[src/rtl/sram_ctl_pkg.sv]
`timescale 1ns/1ps
package sram_ctl_pkg;

   typedef enum logic [2:0] {
      PH_IDLE,
      PH_WSETUP,
      PH_WPULSE,
      PH_WHOLD,
      PH_RACCESS,
      PH_TURN
   } phase_t;

   function automatic int max_of5(input int a, input int b, input int c,
                                  input int d, input int e);
      int m;
      m = a;
      if (b > m) m = b;
      if (c > m) m = c;
      if (d > m) m = d;
      if (e > m) m = e;
      return m;
   endfunction

endpackage

[src/rtl/sram_ctl_timer.sv]
`timescale 1ns/1ps
module sram_ctl_timer #(
   parameter int CNT_W = 2
) (
   input  logic             clk,
   input  logic             rst_n,
   input  logic             load,
   input  logic [CNT_W-1:0] load_val,
   output logic             done
);
   logic [CNT_W-1:0] cnt_q;

   always_ff @(posedge clk) begin
      if (!rst_n)
         cnt_q <= '0;
      else if (load)
         cnt_q <= load_val;
      else if (cnt_q != '0)
         cnt_q <= cnt_q - 1'b1;
   end

   assign done = (cnt_q == '0);
endmodule

[src/rtl/sram_ctl_fsm.sv]
`timescale 1ns/1ps
module sram_ctl_fsm
   import sram_ctl_pkg::*;
#(
   parameter int T_SETUP  = 2,
   parameter int T_PULSE  = 3,
   parameter int T_HOLD   = 1,
   parameter int T_ACCESS = 3,
   parameter int T_TURN   = 2,
   parameter int CNT_W    = 2
) (
   input  logic clk,
   input  logic rst_n,
   input  logic req_valid,
   input  logic req_write,
   output logic ready,
   output logic accept,
   output logic capture,
   output logic we_n,
   output logic oe_n,
   output logic dq_oe
);
   localparam logic [CNT_W-1:0] LD_SETUP  = CNT_W'(T_SETUP - 1);
   localparam logic [CNT_W-1:0] LD_PULSE  = CNT_W'(T_PULSE - 1);
   localparam logic [CNT_W-1:0] LD_HOLD   = CNT_W'(T_HOLD - 1);
   localparam logic [CNT_W-1:0] LD_ACCESS = CNT_W'(T_ACCESS - 1);
   localparam logic [CNT_W-1:0] LD_TURN   = CNT_W'(T_TURN - 1);

   phase_t           phase_q, phase_d;
   logic             tmr_load, tmr_done;
   logic [CNT_W-1:0] tmr_val;

   sram_ctl_timer #(.CNT_W(CNT_W)) u_timer (
      .clk      (clk),
      .rst_n    (rst_n),
      .load     (tmr_load),
      .load_val (tmr_val),
      .done     (tmr_done)
   );

   always_comb begin
      phase_d  = phase_q;
      tmr_load = 1'b0;
      tmr_val  = '0;
      unique case (phase_q)
         PH_IDLE: if (req_valid) begin
            tmr_load = 1'b1;
            if (req_write) begin
               phase_d = PH_WSETUP;
               tmr_val = LD_SETUP;
            end else begin
               phase_d = PH_RACCESS;
               tmr_val = LD_ACCESS;
            end
         end
         PH_WSETUP: if (tmr_done) begin
            phase_d  = PH_WPULSE;
            tmr_load = 1'b1;
            tmr_val  = LD_PULSE;
         end
         PH_WPULSE: if (tmr_done) begin
            phase_d  = PH_WHOLD;
            tmr_load = 1'b1;
            tmr_val  = LD_HOLD;
         end
         PH_WHOLD: if (tmr_done) phase_d = PH_IDLE;
         PH_RACCESS: if (tmr_done) begin
            phase_d  = PH_TURN;
            tmr_load = 1'b1;
            tmr_val  = LD_TURN;
         end
         PH_TURN: if (tmr_done) phase_d = PH_IDLE;
         default: phase_d = PH_IDLE;
      endcase
   end

   always_ff @(posedge clk) begin
      if (!rst_n) phase_q <= PH_IDLE;
      else        phase_q <= phase_d;
   end

   assign ready   = (phase_q == PH_IDLE);
   assign accept  = ready && req_valid;
   assign capture = (phase_q == PH_RACCESS) && tmr_done;
   assign we_n    = (phase_q != PH_WPULSE);
   assign oe_n    = (phase_q != PH_RACCESS);
   assign dq_oe   = (phase_q == PH_WSETUP) || (phase_q == PH_WPULSE) ||
                    (phase_q == PH_WHOLD);
endmodule

[src/rtl/sram_ctl_datapath.sv]
`timescale 1ns/1ps
module sram_ctl_datapath #(
   parameter int ADDR_W = 8,
   parameter int DATA_W = 16
) (
   input  logic              clk,
   input  logic              rst_n,
   input  logic              accept,
   input  logic              capture,
   input  logic [ADDR_W-1:0] req_addr,
   input  logic [DATA_W-1:0] req_wdata,
   input  logic [DATA_W-1:0] mem_dq_in,
   output logic [ADDR_W-1:0] mem_addr,
   output logic [DATA_W-1:0] mem_dq_out,
   output logic              rsp_valid,
   output logic [DATA_W-1:0] rsp_rdata
);
   always_ff @(posedge clk) begin
      if (!rst_n) begin
         mem_addr   <= '0;
         mem_dq_out <= '0;
      end else if (accept) begin
         mem_addr   <= req_addr;
         mem_dq_out <= req_wdata;
      end
   end

   always_ff @(posedge clk) begin
      if (!rst_n) begin
         rsp_valid <= 1'b0;
         rsp_rdata <= '0;
      end else begin
         rsp_valid <= capture;
         if (capture) rsp_rdata <= mem_dq_in;
      end
   end
endmodule

[src/rtl/sram_ctl.sv]
`timescale 1ns/1ps
module sram_ctl
   import sram_ctl_pkg::*;
#(
   parameter int ADDR_W   = 8,
   parameter int DATA_W   = 16,
   parameter int T_SETUP  = 2,
   parameter int T_PULSE  = 3,
   parameter int T_HOLD   = 1,
   parameter int T_ACCESS = 3,
   parameter int T_TURN   = 2
) (
   input  logic              clk,
   input  logic              rst_n,
   input  logic              req_valid,
   output logic              req_ready,
   input  logic              req_write,
   input  logic [ADDR_W-1:0] req_addr,
   input  logic [DATA_W-1:0] req_wdata,
   output logic              rsp_valid,
   output logic [DATA_W-1:0] rsp_rdata,
   output logic [ADDR_W-1:0] mem_addr,
   output logic              mem_we_n,
   output logic              mem_oe_n,
   output logic [DATA_W-1:0] mem_dq_out,
   output logic              mem_dq_oe,
   input  logic [DATA_W-1:0] mem_dq_in
);
   localparam int MAX_T = max_of5(T_SETUP, T_PULSE, T_HOLD, T_ACCESS, T_TURN);
   localparam int CNT_W = (MAX_T < 2) ? 1 : $clog2(MAX_T);

   if (ADDR_W < 1)   begin : g_bad_addr   $error("ADDR_W must be at least 1");   end
   if (DATA_W < 1)   begin : g_bad_data   $error("DATA_W must be at least 1");   end
   if (T_SETUP < 1)  begin : g_bad_setup  $error("T_SETUP must be at least 1");  end
   if (T_PULSE < 1)  begin : g_bad_pulse  $error("T_PULSE must be at least 1");  end
   if (T_HOLD < 1)   begin : g_bad_hold   $error("T_HOLD must be at least 1");   end
   if (T_ACCESS < 1) begin : g_bad_access $error("T_ACCESS must be at least 1"); end
   if (T_TURN < 1)   begin : g_bad_turn   $error("T_TURN must be at least 1");   end

   logic accept, capture;

   sram_ctl_fsm #(
      .T_SETUP (T_SETUP), .T_PULSE (T_PULSE), .T_HOLD (T_HOLD),
      .T_ACCESS(T_ACCESS), .T_TURN (T_TURN), .CNT_W (CNT_W)
   ) u_fsm (
      .clk       (clk),
      .rst_n     (rst_n),
      .req_valid (req_valid),
      .req_write (req_write),
      .ready     (req_ready),
      .accept    (accept),
      .capture   (capture),
      .we_n      (mem_we_n),
      .oe_n      (mem_oe_n),
      .dq_oe     (mem_dq_oe)
   );

   sram_ctl_datapath #(.ADDR_W(ADDR_W), .DATA_W(DATA_W)) u_dp (
      .clk        (clk),
      .rst_n      (rst_n),
      .accept     (accept),
      .capture    (capture),
      .req_addr   (req_addr),
      .req_wdata  (req_wdata),
      .mem_dq_in  (mem_dq_in),
      .mem_addr   (mem_addr),
      .mem_dq_out (mem_dq_out),
      .rsp_valid  (rsp_valid),
      .rsp_rdata  (rsp_rdata)
   );
endmodule

[config.mk]
export PLATFORM = sky130hd
export DESIGN_NAME = sram_ctl
export DESIGN_NICKNAME = d
export VERILOG_FILES = /design/src/rtl/sram_ctl_pkg.sv /design/src/rtl/sram_ctl_timer.sv /design/src/rtl/sram_ctl_fsm.sv /design/src/rtl/sram_ctl_datapath.sv /design/src/rtl/sram_ctl.sv
export SDC_FILE = /design/constraint.sdc
export NUM_CORES = 1
export LEC_CHECK = 0
export ABC_CLOCK_PERIOD_IN_PS = 2110
export BUFFER_PORTS_ARGS = -buffer_cell sky130_fd_sc_hd__buf_4
export CAP_MARGIN = 20
export CORE_MARGIN = 2
export CORE_UTILIZATION = 45
export DETAILED_ROUTE_END_ITERATION = 8
export PLACE_DENSITY = 0.86
export SLEW_MARGIN = 20
export SYNTH_ARGS = -nofsm -noshare
export SYNTH_HDL_FRONTEND = slang
export SYNTH_SLANG_ARGS = --single-unit
export TNS_END_PERCENT = 100
[constraint.sdc]
create_clock -name clk -period 2.11 [get_ports clk]
set_input_delay 0.3165 -clock clk [delete_from_list [all_inputs] [get_ports clk]]
set_output_delay 0.3165 -clock clk [all_outputs]
set_load 0.01 [all_outputs]
==> impl_metrics.prom <==
# TYPE chip_impl_metric gauge
chip_impl_metric{name="numPortBuffers",unit=""} 88
chip_impl_metric{name="timing.final.max_slew_violations",unit=""} 0
chip_impl_metric{name="diodes",unit=""} 0
chip_impl_metric{name="register_area_share_after_synthesis",unit="%"} 52.0
chip_impl_metric{name="cts_made_buffers",unit=""} 5
chip_impl_info{name="top_layer_used",value="met3"} 1
chip_impl_metric{name="max-cap-violations",unit=""} 0
chip_impl_metric{name="initial_utilization",unit="%"} 47.7
chip_impl_metric{name="totalNegativeSetupSlack",unit="ns"} 0
chip_impl_metric{name="finalWeightedCongestion",unit=""} 0.823
chip_impl_metric{name="antenna_found_initial",unit=""} 0
chip_impl_metric{name="grt_max_degree",unit=""} 46
chip_impl_metric{name="holdBufCountCts",unit=""} 0
chip_impl_metric{name="met2RoutedLength",unit="um"} 1880
chip_impl_metric{name="synth-seq-cells",unit=""} 46
chip_impl_metric{name="synth_top_cell_area_share",unit="%"} 52.0
chip_impl_metric{name="routed-wl-met3",unit="um"} 309
chip_impl_metric{name="critical_path_arrival",unit="ns"} 1.96
chip_impl_metric{name="drtIter0Drc",unit=""} 112
chip_impl_metric{name="final_min_period_over_clock_period",unit="%"} 83.0
chip_impl_info{name="layout.cells.most_common_list",value="sky130_fd_sc_hd__buf_4 (90), sky130_fd_sc_hd__nand2_1 (86), sky130_fd_sc_hd__dfxtp_1 (46)"} 1
chip_impl_metric{name="power_density",unit="nW/um2"} 1210
chip_impl_metric{name="wire_length_the_detailed_router_placed_on_met1",unit="um"} 1780
chip_impl_metric{name="final.setup_skew",unit="ns"} 0.00281
chip_impl_metric{name="number_of_optimization_iterations_in_the_first_detailed_route_pass",unit=""} 4
chip_impl_metric{name="yosys_warnings",unit=""} 0
chip_impl_metric{name="die_w",unit="um"} 66.7
chip_impl_metric{name="netlist_area",unit="um2"} 1770
chip_impl_info{name="min-delay-path-class",value="in2reg"} 1
chip_impl_metric{name="number_of_synthesized_flops_with_an_enable_pin",unit=""} 0
chip_impl_metric{name="cts_sinks",unit=""} 46
chip_impl_metric{name="crit_path_max_fanout",unit=""} 24
chip_impl_metric{name="post_cts.repair.setup_buffers",unit=""} 0
chip_impl_metric{name="detailed_place_hpwl",unit="um"} 2900
chip_impl_metric{name="detail_route.vias_per_cell",unit=""} 4.83
chip_impl_metric{name="synthCells",unit=""} 225
chip_impl_metric{name="avgRoutedWirePerCell",unit="um"} 11.2
chip_impl_metric{name="clkTransAtPathRegs",unit="ns"} 0.08
chip_impl_metric{name="cp_data_required_time",unit="ns"} 2.32
chip_impl_metric{name="syn_avg_cell_area",unit="um2"} 7.87
chip_impl_info{name="synth.largest_area_cell",value="sky130_fd_sc_hd__dfxtp_1"} 1
chip_impl_info{name="run_status",value="complete, no violations"} 1
chip_impl_info{name="root_buffer_selected_by_cts",value="sky130_fd_sc_hd__clkbuf_8"} 1
chip_impl_metric{name="groute.usage.overall",unit="%"} 17.4
chip_impl_metric{name="syn_to_final_growth",unit="%"} 45.1
chip_impl_metric{name="final-hold-violation-count",unit=""} 0
chip_impl_metric{name="ir_drop",unit="mV"} 0.725
chip_impl_metric{name="max_clock_freq",unit="GHz"} 0.571
chip_impl_metric{name="final_net_count",unit=""} 351
chip_impl_metric{name="dieHeight",unit="um"} 66.7
chip_impl_info{name="critical_path_class",value="reg2reg"} 1
chip_impl_metric{name="overflow",unit=""} 0
chip_impl_metric{name="drive_gt1_share",unit="%"} 33.6
chip_impl_metric{name="drc",unit=""} 0
chip_impl_metric{name="yosys.cell_types.count",unit=""} 29
chip_impl_metric{name="clkLatencyLatePin",unit="ns"} 0.28
chip_impl_info{name="cts_tree",value="done"} 1
chip_impl_metric{name="cts_h_tree_depth",unit=""} 2
chip_impl_metric{name="layout_min_cycle_time",unit="ns"} 1.75
chip_impl_metric{name="cts_buffer_depth",unit=""} 2
chip_impl_metric{name="vias",unit=""} 1713
chip_impl_metric{name="utilization",unit="%"} 69.2
chip_impl_metric{name="setup-violations-final",unit=""} 0
chip_impl_info{name="worst_setup_path_end_kind",value="register"} 1
chip_impl_metric{name="route.final.wire_length",unit="um"} 3970
chip_impl_metric{name="core-area",unit="um2"} 3720
chip_impl_metric{name="grt_pass1_wl",unit="um"} 6020
chip_impl_metric{name="drtAntennaViolNets",unit=""} 0
chip_impl_info{name="synth_area_leaders",value="sky130_fd_sc_hd__dfxtp_1 (52%), sky130_fd_sc_hd__nand2_1 (18%), sky130_fd_sc_hd__a21oi_1 (12%)"} 1
chip_impl_metric{name="power.static_leakage",unit="nW"} 1.14
chip_impl_metric{name="rows",unit=""} 22
chip_impl_info{name="final_common_cell",value="sky130_fd_sc_hd__buf_4"} 1
chip_impl_info{name="unrepaired_setup_endpoints_after_global_routing",value="no"} 1
chip_impl_metric{name="pin_count",unit=""} 89
chip_impl_metric{name="slew_headroom",unit="%"} 46.4
chip_impl_info{name="startpoint_type",value="register"} 1
chip_impl_metric{name="number_of_instances_resized_during_post_cts_repair",unit=""} 0
chip_impl_metric{name="die_area",unit="um2"} 4450
chip_impl_metric{name="synthesis.nets",unit=""} 270
chip_impl_metric{name="grt_pass1_vias",unit=""} 1442
chip_impl_info{name="synth_flop_cell",value="sky130_fd_sc_hd__dfxtp_1"} 1
chip_impl_metric{name="ys_async_sr_fraction",unit="%"} 0
chip_impl_metric{name="worstMarginPinSlew",unit="ns"} 0.803
[cells in the mapped netlist (3+ instances only)]
library cell	instances
sky130_fd_sc_hd__buf_2	5
sky130_fd_sc_hd__nor2_1	5
sky130_fd_sc_hd__nor3_1	3
sky130_fd_sc_hd__a21oi_1	42
sky130_fd_sc_hd__nand2_1	86
sky130_fd_sc_hd__buf_4	3
sky130_fd_sc_hd__o21ai_0	3
sky130_fd_sc_hd__dfxtp_1	46
sky130_fd_sc_hd__a22oi_1	3
sky130_fd_sc_hd__clkbuf_1	7
sky130_fd_sc_hd__inv_1	4
[where the power goes]
group | internal [mW] | switching, mW | total (mW)
registers | 1.05 | 0.146 | 1.20
logic | 0.533 | 0.596 | 1.13
clock network | 0.505 | 0.272 | 0.777
[per-stage QoR]
| stage | power [mW] | instance area, um2 | worst slack (ns) | cells | hold WS [ns] |
|---|---|---|---|---|---|
| 2_1_floorplan | 1.94 | 1770 | 0.596 | 225 | 0.452 |
| 3_3_place_gp | 2.33 | 2430 | 0.414 | 347 | 0.442 |
| 3_5_place_dp | 2.36 | 2430 | 0.369 | 347 | 0.447 |
| 4_1_cts | 3.14 | 2570 | 0.361 | 355 | 0.262 |
| 5_1_grt | 3.32 | 2570 | 0.156 | 355 | 0.269 |
| 6_report | 3.10 | 2570 | 0.360 | 355 | 0.272 |
[metal layers]
metal  track usage (%)  vias up
met5                 0        -
met4              3.06        0
met3              4.22        0
met2              30.9       64
met1              21.6      756
li1                  -      893
[final timing paths]
kind	depth (start not counted)	to	startpoint	slack (ns)
min reg2reg	2	u_dp.mem_dq_out[10]	u_dp.mem_dq_out[10]	0.46
max reg2reg	4	u_dp.mem_addr[5]	u_fsm.phase_q[2]	0.36
max	4	u_dp.mem_addr[5]	u_fsm.phase_q[2]	0.36
min	3	u_dp.mem_dq_out[9]	req_wdata[9]	0.27
[critical path, cell delays in order, from the launching register on]
cell and delay (ns):
sky130_fd_sc_hd__dfxtp_1 0.46, sky130_fd_sc_hd__nor2b_1 0.25, sky130_fd_sc_hd__and2_1 0.68, sky130_fd_sc_hd__nand2_1 0.12
sky130_fd_sc_hd__a21oi_1 0.15
[registers in the layout, indices dropped and copies added, names as in the netlist]
| signal | flops |
|---|---|
| u_dp.mem_addr | 8 |
| u_fsm.phase_q | 3 |
| u_dp.mem_dq_out | 16 |
| u_dp.rsp_valid | 1 |
| u_fsm.u_timer.cnt_q | 2 |
| u_dp.rsp_rdata | 16 |
[kinds of logic after synthesis]
| family | Yosys count | synth area share, % |
|---|---|---|
| compound gates | 52 | 16.3 |
| xor+xnor | 1 | 0.494 |
| fa+ha+maj | 1 | 0.706 |
| buf+inv | 21 | 5.51 |
| flops | 46 | 52.0 |
| mux | 1 | 0.847 |
| simple gates | 103 | 24.2 |
[layout make-up]
cell class / count / area [um2]
fill: 305 / 1140
inverter: 5 / 18.8
timing repair buffer: 90 / 676
clock inverter: 2 / 60.1
clock buffer: 6 / 82.6
tap: 48 / 60.1
sequential: 46 / 921
multi-input combinational: 158 / 753
Note: power is estimated with default switching activity, not from simulation.
